<file path="config.mk">
export PLATFORM = sky130hd
export DESIGN_NAME = bsp_port
export DESIGN_NICKNAME = d
export VERILOG_FILES = /design/src/rtl/bsp_pkg.sv /design/src/rtl/bsp_baud.sv /design/src/rtl/bsp_bitpick.sv /design/src/rtl/bsp_rxmerge.sv /design/src/rtl/bsp_port.sv
export SDC_FILE = /design/constraint.sdc
export NUM_CORES = 1
export LEC_CHECK = 0
export BUFFER_PORTS_ARGS = -buffer_cell sky130_fd_sc_hd__buf_2
export CAP_MARGIN = 20
export CORE_ASPECT_RATIO = 1.4
export CORE_MARGIN = 2
export CORE_UTILIZATION = 63
export CTS_CLUSTER_SIZE = 20
export DETAILED_ROUTE_END_ITERATION = 8
export PLACE_DENSITY_LB_ADDON = 0.08
export SYNTH_ARGS = -nofsm -noshare
export SYNTH_HDL_FRONTEND = slang
export SYNTH_HIERARCHICAL = 1
export SYNTH_SLANG_ARGS = --single-unit
export TNS_END_PERCENT = 100
</file>
<file path="constraint.sdc">
create_clock -name clk -period 4.6 [get_ports clk]
set_clock_uncertainty 0.15 [all_clocks]
set_input_delay 0.23 -clock clk [delete_from_list [all_inputs] [get_ports clk]]
set_output_delay 0.23 -clock clk [all_outputs]
set_load 0.005 [all_outputs]
</file>
<file path="src/rtl/bsp_pkg.sv">
package bsp_pkg;

    parameter int unsigned BSP_DATA_W = 8;
    parameter int unsigned BSP_DIV_W  = 8;
    parameter int unsigned BSP_LEN_W  = 8;

    localparam int unsigned BSP_IDX_W = $clog2(BSP_DATA_W);
    localparam int unsigned BSP_CNT_W = BSP_DIV_W + 1;
    localparam int unsigned BSP_REM_W = BSP_LEN_W + 1;

    typedef enum logic [1:0] {
        ST_IDLE,
        ST_WAIT,
        ST_LOW,
        ST_HIGH
    } bsp_state_e;

    typedef struct packed {
        bsp_state_e             state;
        logic [BSP_DATA_W-1:0]  hold;
        logic                   full;
        logic [BSP_DATA_W-1:0]  sh;
        logic [BSP_DATA_W-1:0]  rx;
        logic [BSP_DATA_W-1:0]  rx_out;
        logic [BSP_IDX_W-1:0]   idx;
        logic [BSP_REM_W-1:0]   remain;
        logic                   msb;
        logic [BSP_CNT_W-1:0]   half_m1;
        logic                   sclk;
        logic                   sdo;
        logic                   byte_done;
        logic                   burst_done;
    } bsp_regs_t;

endpackage

</file>
<file path="src/rtl/bsp_baud.sv">
module bsp_baud #(
    parameter int unsigned CNT_W = 9
) (
    input  logic             clk,
    input  logic             rst_n,
    input  logic             run,
    input  logic [CNT_W-1:0] half_m1,
    output logic             tick
);
    logic [CNT_W-1:0] cnt_d, cnt_q;

    always_comb begin
        tick  = run && (cnt_q == half_m1);
        cnt_d = cnt_q + CNT_W'(1);
        if (!run || tick) begin
            cnt_d = '0;
        end
    end

    always_ff @(posedge clk or negedge rst_n) begin
        if (!rst_n) begin
            cnt_q <= '0;
        end else begin
            cnt_q <= cnt_d;
        end
    end
endmodule

</file>
<file path="src/rtl/bsp_bitpick.sv">
module bsp_bitpick #(
    parameter int unsigned W     = 8,
    parameter int unsigned IDX_W = 3
) (
    input  logic [W-1:0]     data,
    input  logic [IDX_W-1:0] idx,
    input  logic             msb_first,
    output logic             bit_out
);
    logic [W-1:0] rev;

    for (genvar i = 0; i < W; i++) begin : g_rev
        assign rev[i] = data[W-1-i];
    end

    always_comb begin
        bit_out = msb_first ? rev[idx] : data[idx];
    end
endmodule

</file>
<file path="src/rtl/bsp_rxmerge.sv">
module bsp_rxmerge #(
    parameter int unsigned W     = 8,
    parameter int unsigned IDX_W = 3
) (
    input  logic [W-1:0]     rx_in,
    input  logic [IDX_W-1:0] idx,
    input  logic             msb_first,
    input  logic             bit_in,
    output logic [W-1:0]     rx_out
);
    always_comb begin
        rx_out = rx_in;
        if (msb_first) begin
            rx_out = {rx_in[W-2:0], bit_in};
        end else begin
            rx_out[idx] = bit_in;
        end
    end
endmodule

</file>
<file path="src/rtl/bsp_port.sv">
module bsp_port
    import bsp_pkg::*;
#(
    parameter int unsigned MIN_HALF = 2
) (
    input  logic                  clk,
    input  logic                  rst_n,
    input  logic                  msb_first,
    input  logic [BSP_DIV_W-1:0]  div_cfg,
    input  logic [BSP_LEN_W-1:0]  len_cfg,
    input  logic                  start,
    input  logic                  wr_en,
    input  logic [BSP_DATA_W-1:0] wr_data,
    input  logic                  sdi,
    output logic                  sclk,
    output logic                  sdo,
    output logic [BSP_DATA_W-1:0] rx_data,
    output logic                  byte_done,
    output logic                  burst_done,
    output logic                  busy
);
    localparam int unsigned W     = BSP_DATA_W;
    localparam int unsigned IDX_W = BSP_IDX_W;
    localparam int unsigned CNT_W = BSP_CNT_W;
    localparam int unsigned REM_W = BSP_REM_W;

    bsp_regs_t q, d;

    logic             tick;
    logic             run;
    logic             avail;
    logic [W-1:0]     next_byte;
    logic [IDX_W-1:0] idx_nxt;
    logic             bit_next;
    logic             bit_first;
    logic [W-1:0]     rx_merged;

    assign run       = (q.state == ST_LOW) || (q.state == ST_HIGH);
    assign avail     = q.full || wr_en;
    assign next_byte = wr_en ? wr_data : q.hold;
    assign idx_nxt   = q.idx + IDX_W'(1);

    bsp_baud #(.CNT_W(CNT_W)) u_baud (
        .clk     (clk),
        .rst_n   (rst_n),
        .run     (run),
        .half_m1 (q.half_m1),
        .tick    (tick)
    );

    bsp_bitpick #(.W(W), .IDX_W(IDX_W)) u_pick_next (
        .data      (q.sh),
        .idx       (idx_nxt),
        .msb_first (q.msb),
        .bit_out   (bit_next)
    );

    bsp_bitpick #(.W(W), .IDX_W(IDX_W)) u_pick_first (
        .data      (next_byte),
        .idx       ('0),
        .msb_first (q.msb),
        .bit_out   (bit_first)
    );

    bsp_rxmerge #(.W(W), .IDX_W(IDX_W)) u_rx (
        .rx_in     (q.rx),
        .idx       (q.idx),
        .msb_first (q.msb),
        .bit_in    (sdi),
        .rx_out    (rx_merged)
    );

    always_comb begin
        d            = q;
        d.byte_done  = 1'b0;
        d.burst_done = 1'b0;

        if (wr_en) begin
            d.hold = wr_data;
            d.full = 1'b1;
        end

        unique case (q.state)
            ST_IDLE: begin
                if (start) begin
                    d.state   = ST_WAIT;
                    d.remain  = REM_W'(len_cfg) + REM_W'(1);
                    d.msb     = msb_first;
                    d.half_m1 = CNT_W'(div_cfg) + CNT_W'(MIN_HALF - 1);
                end
            end
            ST_WAIT: begin
                if (avail) begin
                    d.sh    = next_byte;
                    d.full  = 1'b0;
                    d.idx   = '0;
                    d.rx    = '0;
                    d.state = ST_LOW;
                    d.sclk  = 1'b0;
                    d.sdo   = bit_first;
                end
            end
            ST_LOW: begin
                if (tick) begin
                    d.state  = ST_HIGH;
                    d.sclk   = 1'b1;
                    d.rx     = rx_merged;
                    d.remain = q.remain - REM_W'(1);
                end
            end
            ST_HIGH: begin
                if (tick) begin
                    if (q.remain == '0) begin
                        d.byte_done  = 1'b1;
                        d.burst_done = 1'b1;
                        d.rx_out     = q.rx;
                        d.state      = ST_IDLE;
                    end else if (q.idx == IDX_W'(W - 1)) begin
                        d.byte_done = 1'b1;
                        d.rx_out    = q.rx;
                        if (avail) begin
                            d.sh    = next_byte;
                            d.full  = 1'b0;
                            d.idx   = '0;
                            d.rx    = '0;
                            d.state = ST_LOW;
                            d.sclk  = 1'b0;
                            d.sdo   = bit_first;
                        end else begin
                            d.state = ST_WAIT;
                        end
                    end else begin
                        d.idx   = idx_nxt;
                        d.state = ST_LOW;
                        d.sclk  = 1'b0;
                        d.sdo   = bit_next;
                    end
                end
            end
            default: d.state = ST_IDLE;
        endcase
    end

    always_ff @(posedge clk or negedge rst_n) begin
        if (!rst_n) begin
            q.state      <= ST_IDLE;
            q.hold       <= '0;
            q.full       <= 1'b0;
            q.sh         <= '0;
            q.rx         <= '0;
            q.rx_out     <= '0;
            q.idx        <= '0;
            q.remain     <= '0;
            q.msb        <= 1'b0;
            q.half_m1    <= '0;
            q.sclk       <= 1'b1;
            q.sdo        <= 1'b1;
            q.byte_done  <= 1'b0;
            q.burst_done <= 1'b0;
        end else begin
            q <= d;
        end
    end

    assign sclk       = q.sclk;
    assign sdo        = q.sdo;
    assign rx_data    = q.rx_out;
    assign byte_done  = q.byte_done;
    assign burst_done = q.burst_done;
    assign busy       = (q.state != ST_IDLE);

endmodule

</file>
==> flow_summary_export.csv <==
group,metric,value,unit
status,status,"complete, no violations",
power_and_ir_drop,max-vdd-ir-drop,363,uV
grt,grt_use_total,0.245,
logic_synthesis,synth.ff_latch_count,70,
critical_path,slowest_delay,820,ps
sta,worst_slack,1460,ps
routing,antenna_left,0,
clock_tree,root_buffer,"clkbuf_8",
clock_tree,cts_buffers,9,
logic_synthesis,synth_area_per_cell,10.8,um2
min_path,hold_class,"in -> reg",
sta,hold_viol,0,
grt,grt-ovfl-total,0,
logic_synthesis,synth_top_area_share,0.427,
critical_path,crit_path_start_kind,"register",
die,die_area,6990,um2
clock_tree,ctsHtreeMaxLevel,3,
final_layout,drive_gt1_frac,0.255,
routing,via_count,2903,
sta,fin_tns_setup,0,ps
power_and_ir_drop,power_density,464,nW/um2
sta,layout_min_cycle_time,3140,ps
logic_synthesis,synth_xor_area_frac,0.0615,
sta,tightest_slew,975,ps
place,gp_congestion,0.832,
routing,viasPerCell,5.90,
place,pre_cts_ws,1540,ps
die,die_width,71.2,um
critical_path,cp-end-kind,"register",
logic_synthesis,synth.cell_area,3990,um2
run,maxCapViolCount,0,
grt,grtUsageMet1,0.321,
critical_path,cp-endpoint,"q[18]",
clock_tree,cts.hold.buffers_added,6,
routing,drtIter0Drc,190,
grt,grt_max_degree,41,
place,dp_hpwl,5340,um
critical_path,cp-startpoint,"u_baud/cnt_q[2]",
final_layout,n_antenna_cell,0,
critical_path,critPathArrivalTime,3230,ps
grt,top_usage_layer,"met2",
critical_path,worst-setup-path-type,"reg -> reg",
critical_path,rr_startpoint,"u_baud/cnt_q[2]",
critical_path,crit_cells,7,
die,start_util,0.646,
routing,drc,0,
clock_tree,cts_buffer_depth,2,
clock_tree,postCtsSetupBuffers,0,
final_layout,fill_cells,455,
logic_synthesis,synth_cell_types,54,
sta,slew_headroom,0.344,
logic_synthesis,synth_top_family_by_area,"multiplexers",
critical_path,cp.required,4690,ps
critical_path,rrSetupSlack,1460,ps
die,die_h,98.1,um
logic_synthesis,synth.area.mux_share,0.185,
clock_tree,insertion_delay,360,ps
logic_synthesis,yosysWarnings,6,
critical_path,ff2ff_path_depth,7,
logic_synthesis,synth_area_leaders,"dfrtp_1 43%, mux2_2 9.6%, mux4_1 5.3%",
logic_synthesis,synth_ff_type,"dfrtp_1",
sta,max_freq,319,MHz
critical_path,path_max_fanout,7,
clock_tree,cts.sinks,70,
power_and_ir_drop,p_leak,1.96,nW
die,rows,34,
critical_path,critPathSlowestCell,"nor4_1",
logic_synthesis,synthAdderAreaFrac,0.0188,
final_layout,nNetsFinal,452,
logic_synthesis,async_flop_share,1.00,
grt,antenna_found_initial,0,
sta,final_max_slew_viol_count,0,
logic_synthesis,synth_compound_area_frac,0.106,
logic_synthesis,synth_top_cell_by_area,"dfrtp_1",
sta,setup_viol,0,
logic_synthesis,synth-edff-count,0,
logic_synthesis,ys_seq_area_frac,0.440,
logic_synthesis,yosys.area_share.simple,0.145,
place,port_buffers,42,
clock_tree,path_clk_slew,70,ps
die,coreArea,6170,um2
grt,grt_pass1_vias,2937,
clock_tree,tritoncts,"built",
routing,drt_wl_total,7770,um
final_layout,syn2layout_area_growth,11.5,%
critical_path,path_cells,"xnor2_1, nand3_2, nor4_1, nand2_1, a21oi_1, a21boi_0, a311o_1",
die,ios,43,
logic_synthesis,postSynthCellCount,368,
grt,use_met2,0.391,
sta,period_share,0.682,
grt,grt_pass1_wl,13400,um
sta,rsz0062_at_grt,"no",
critical_path,reg2reg_to,"q[18]",
routing,dr.pass1.iters,5,
routing,post_drt_wl_per_cell,15.8,um
clock_tree,post_cts_resized,0,
critical_path,critical_path_buf_inv_count,0,
critical_path,critPathTopFamily,"simple AND/OR/NAND/NOR gates",
grt,use_met3,0.0568,
==> logic make-up after synthesis <==
family                     after synthesis
and+or+nand+nor                        118
DFF                                     70
AOI/OAI and AO/OA                       60
muxes                                   55
buffers and inverters                   30
xor gates and xnor gates                28
adders and majority gates                6
other                                    1
==> metal layers <==
layer	vias to the layer above	wire, um
met1	1379	3530
met3	18	359
met4	0	175
met5	-	0
li1	1410	-
met2	96	3710
==> registers in the layout (all words and copies together), names as in the netlist <==
name          cells
u_baud/cnt_q      9
sdo               1
q                49
burst_done        1
sclk              1
byte_done         1
rx_data           8
==> worst register-to-register path: stages (launching register included) <==
cell and delay [ps]:
dfrtp_1 440, xnor2_1 230, nand3_2 130, nor4_1 820, nand2_1 240, a21oi_1 490
a21boi_0 170, a311o_1 350
==> layout make-up <==
cell class / count / area (um2) / share of cell area
timing repair buffer: 49 / 278 / 0.0625
sequential: 70 / 1750 / 0.395
clock buffer: 11 / 141 / 0.0318
clock inverter: 4 / 47.5 / 0.0107
multi-input combinational: 276 / 2100 / 0.472
inverter: 10 / 37.5 / 0.00845
tap: 72 / 90.1 / 0.0203
==> layout by cell type (no fill, tap or decap), drive strengths merged, types with 2 or more instances in the layout <==
cell,n
dfrtp,68
buf,43
mux2,40
nand2,38
nor2,27
o21ai,25
xnor2,19
nand3,14
clkbuf,11
inv,10
xor2,9
conb,9
a21oi,9
mux4,8
nor3,7
mux2i,7
nand4,6
ha,6
dlygate4sd3,6
and3,4
nor4,3
nor2b,3
a21o,3
a22o,3
o211ai,3
nand3b,3
nor3b,3
or2,2
or4,2
a2bb2oi,2
o32ai,2
o32a,2
nand2b,2
clkinv,2
dfstp,2
o2bb2ai,2
==> where the power goes <==
group / switching [W] / internal, W / total [W] / leakage [nW]
registers: 0.000179 / 0.000764 / 0.000943 / 0.859
logic: 0.000307 / 0.000319 / 0.000626 / 1.01
clock network: 0.000231 / 0.000260 / 0.000491 / 0.0952
==> cell usage after synthesis, types with 2 or more instances <==
master / count
mux4_1: 8
a2bb2oi_1: 2
ha_1: 6
clkbuf_1: 9
mux2_1: 4
mux2_2: 34
o21ai_0: 25
nor3b_1: 3
dfstp_2: 2
nor3_1: 7
buf_6: 3
inv_1: 10
mux2i_1: 7
nor2_1: 27
nand3b_1: 3
and3_1: 3
nand3_1: 13
nand4_1: 6
xor2_1: 9
nand2b_1: 2
a21oi_1: 8
or4_4: 2
mux2_4: 2
o211ai_1: 3
nand2_1: 38
a21o_1: 3
o32ai_1: 2
xnor2_1: 19
a22o_1: 3
nor4_1: 3
nor2b_1: 3
o32a_1: 2
dfrtp_1: 68
buf_4: 8
or2_2: 2
==> how the worst min path moves through the flow <==
stage | cells past startpoint | slack, ps | endpoint | startpoint
6_report | 2 | 6 | q[53] | wr_data[2]
5_1_grt | 2 | 10 | q[58] | wr_data[7]
4_1_cts | 2 | 2 | q[58] | wr_data[7]
3_5_place_dp | 1 | 160 | q[11] | rst_n
3_3_place_gp | 1 | 150 | q[11] | rst_n
2_1_floorplan | 0 | -220 | burst_done | rst_n
==> stage by stage <==
step,area [um2],total power (W),hold slack (ps),utilization,cells
6_report,4440,0.00206,6.19,0.720,492
5_1_grt,4440,0.00219,12.5,0.720,492
4_1_cts,4440,0.00206,2.06,0.720,492
3_5_place_dp,4200,0.00156,159,0.680,471
3_3_place_gp,4200,0.00154,153,0.680,471
2_1_floorplan,4020,0.00140,-216,-,376
Power figures use the tool's default switching activity.
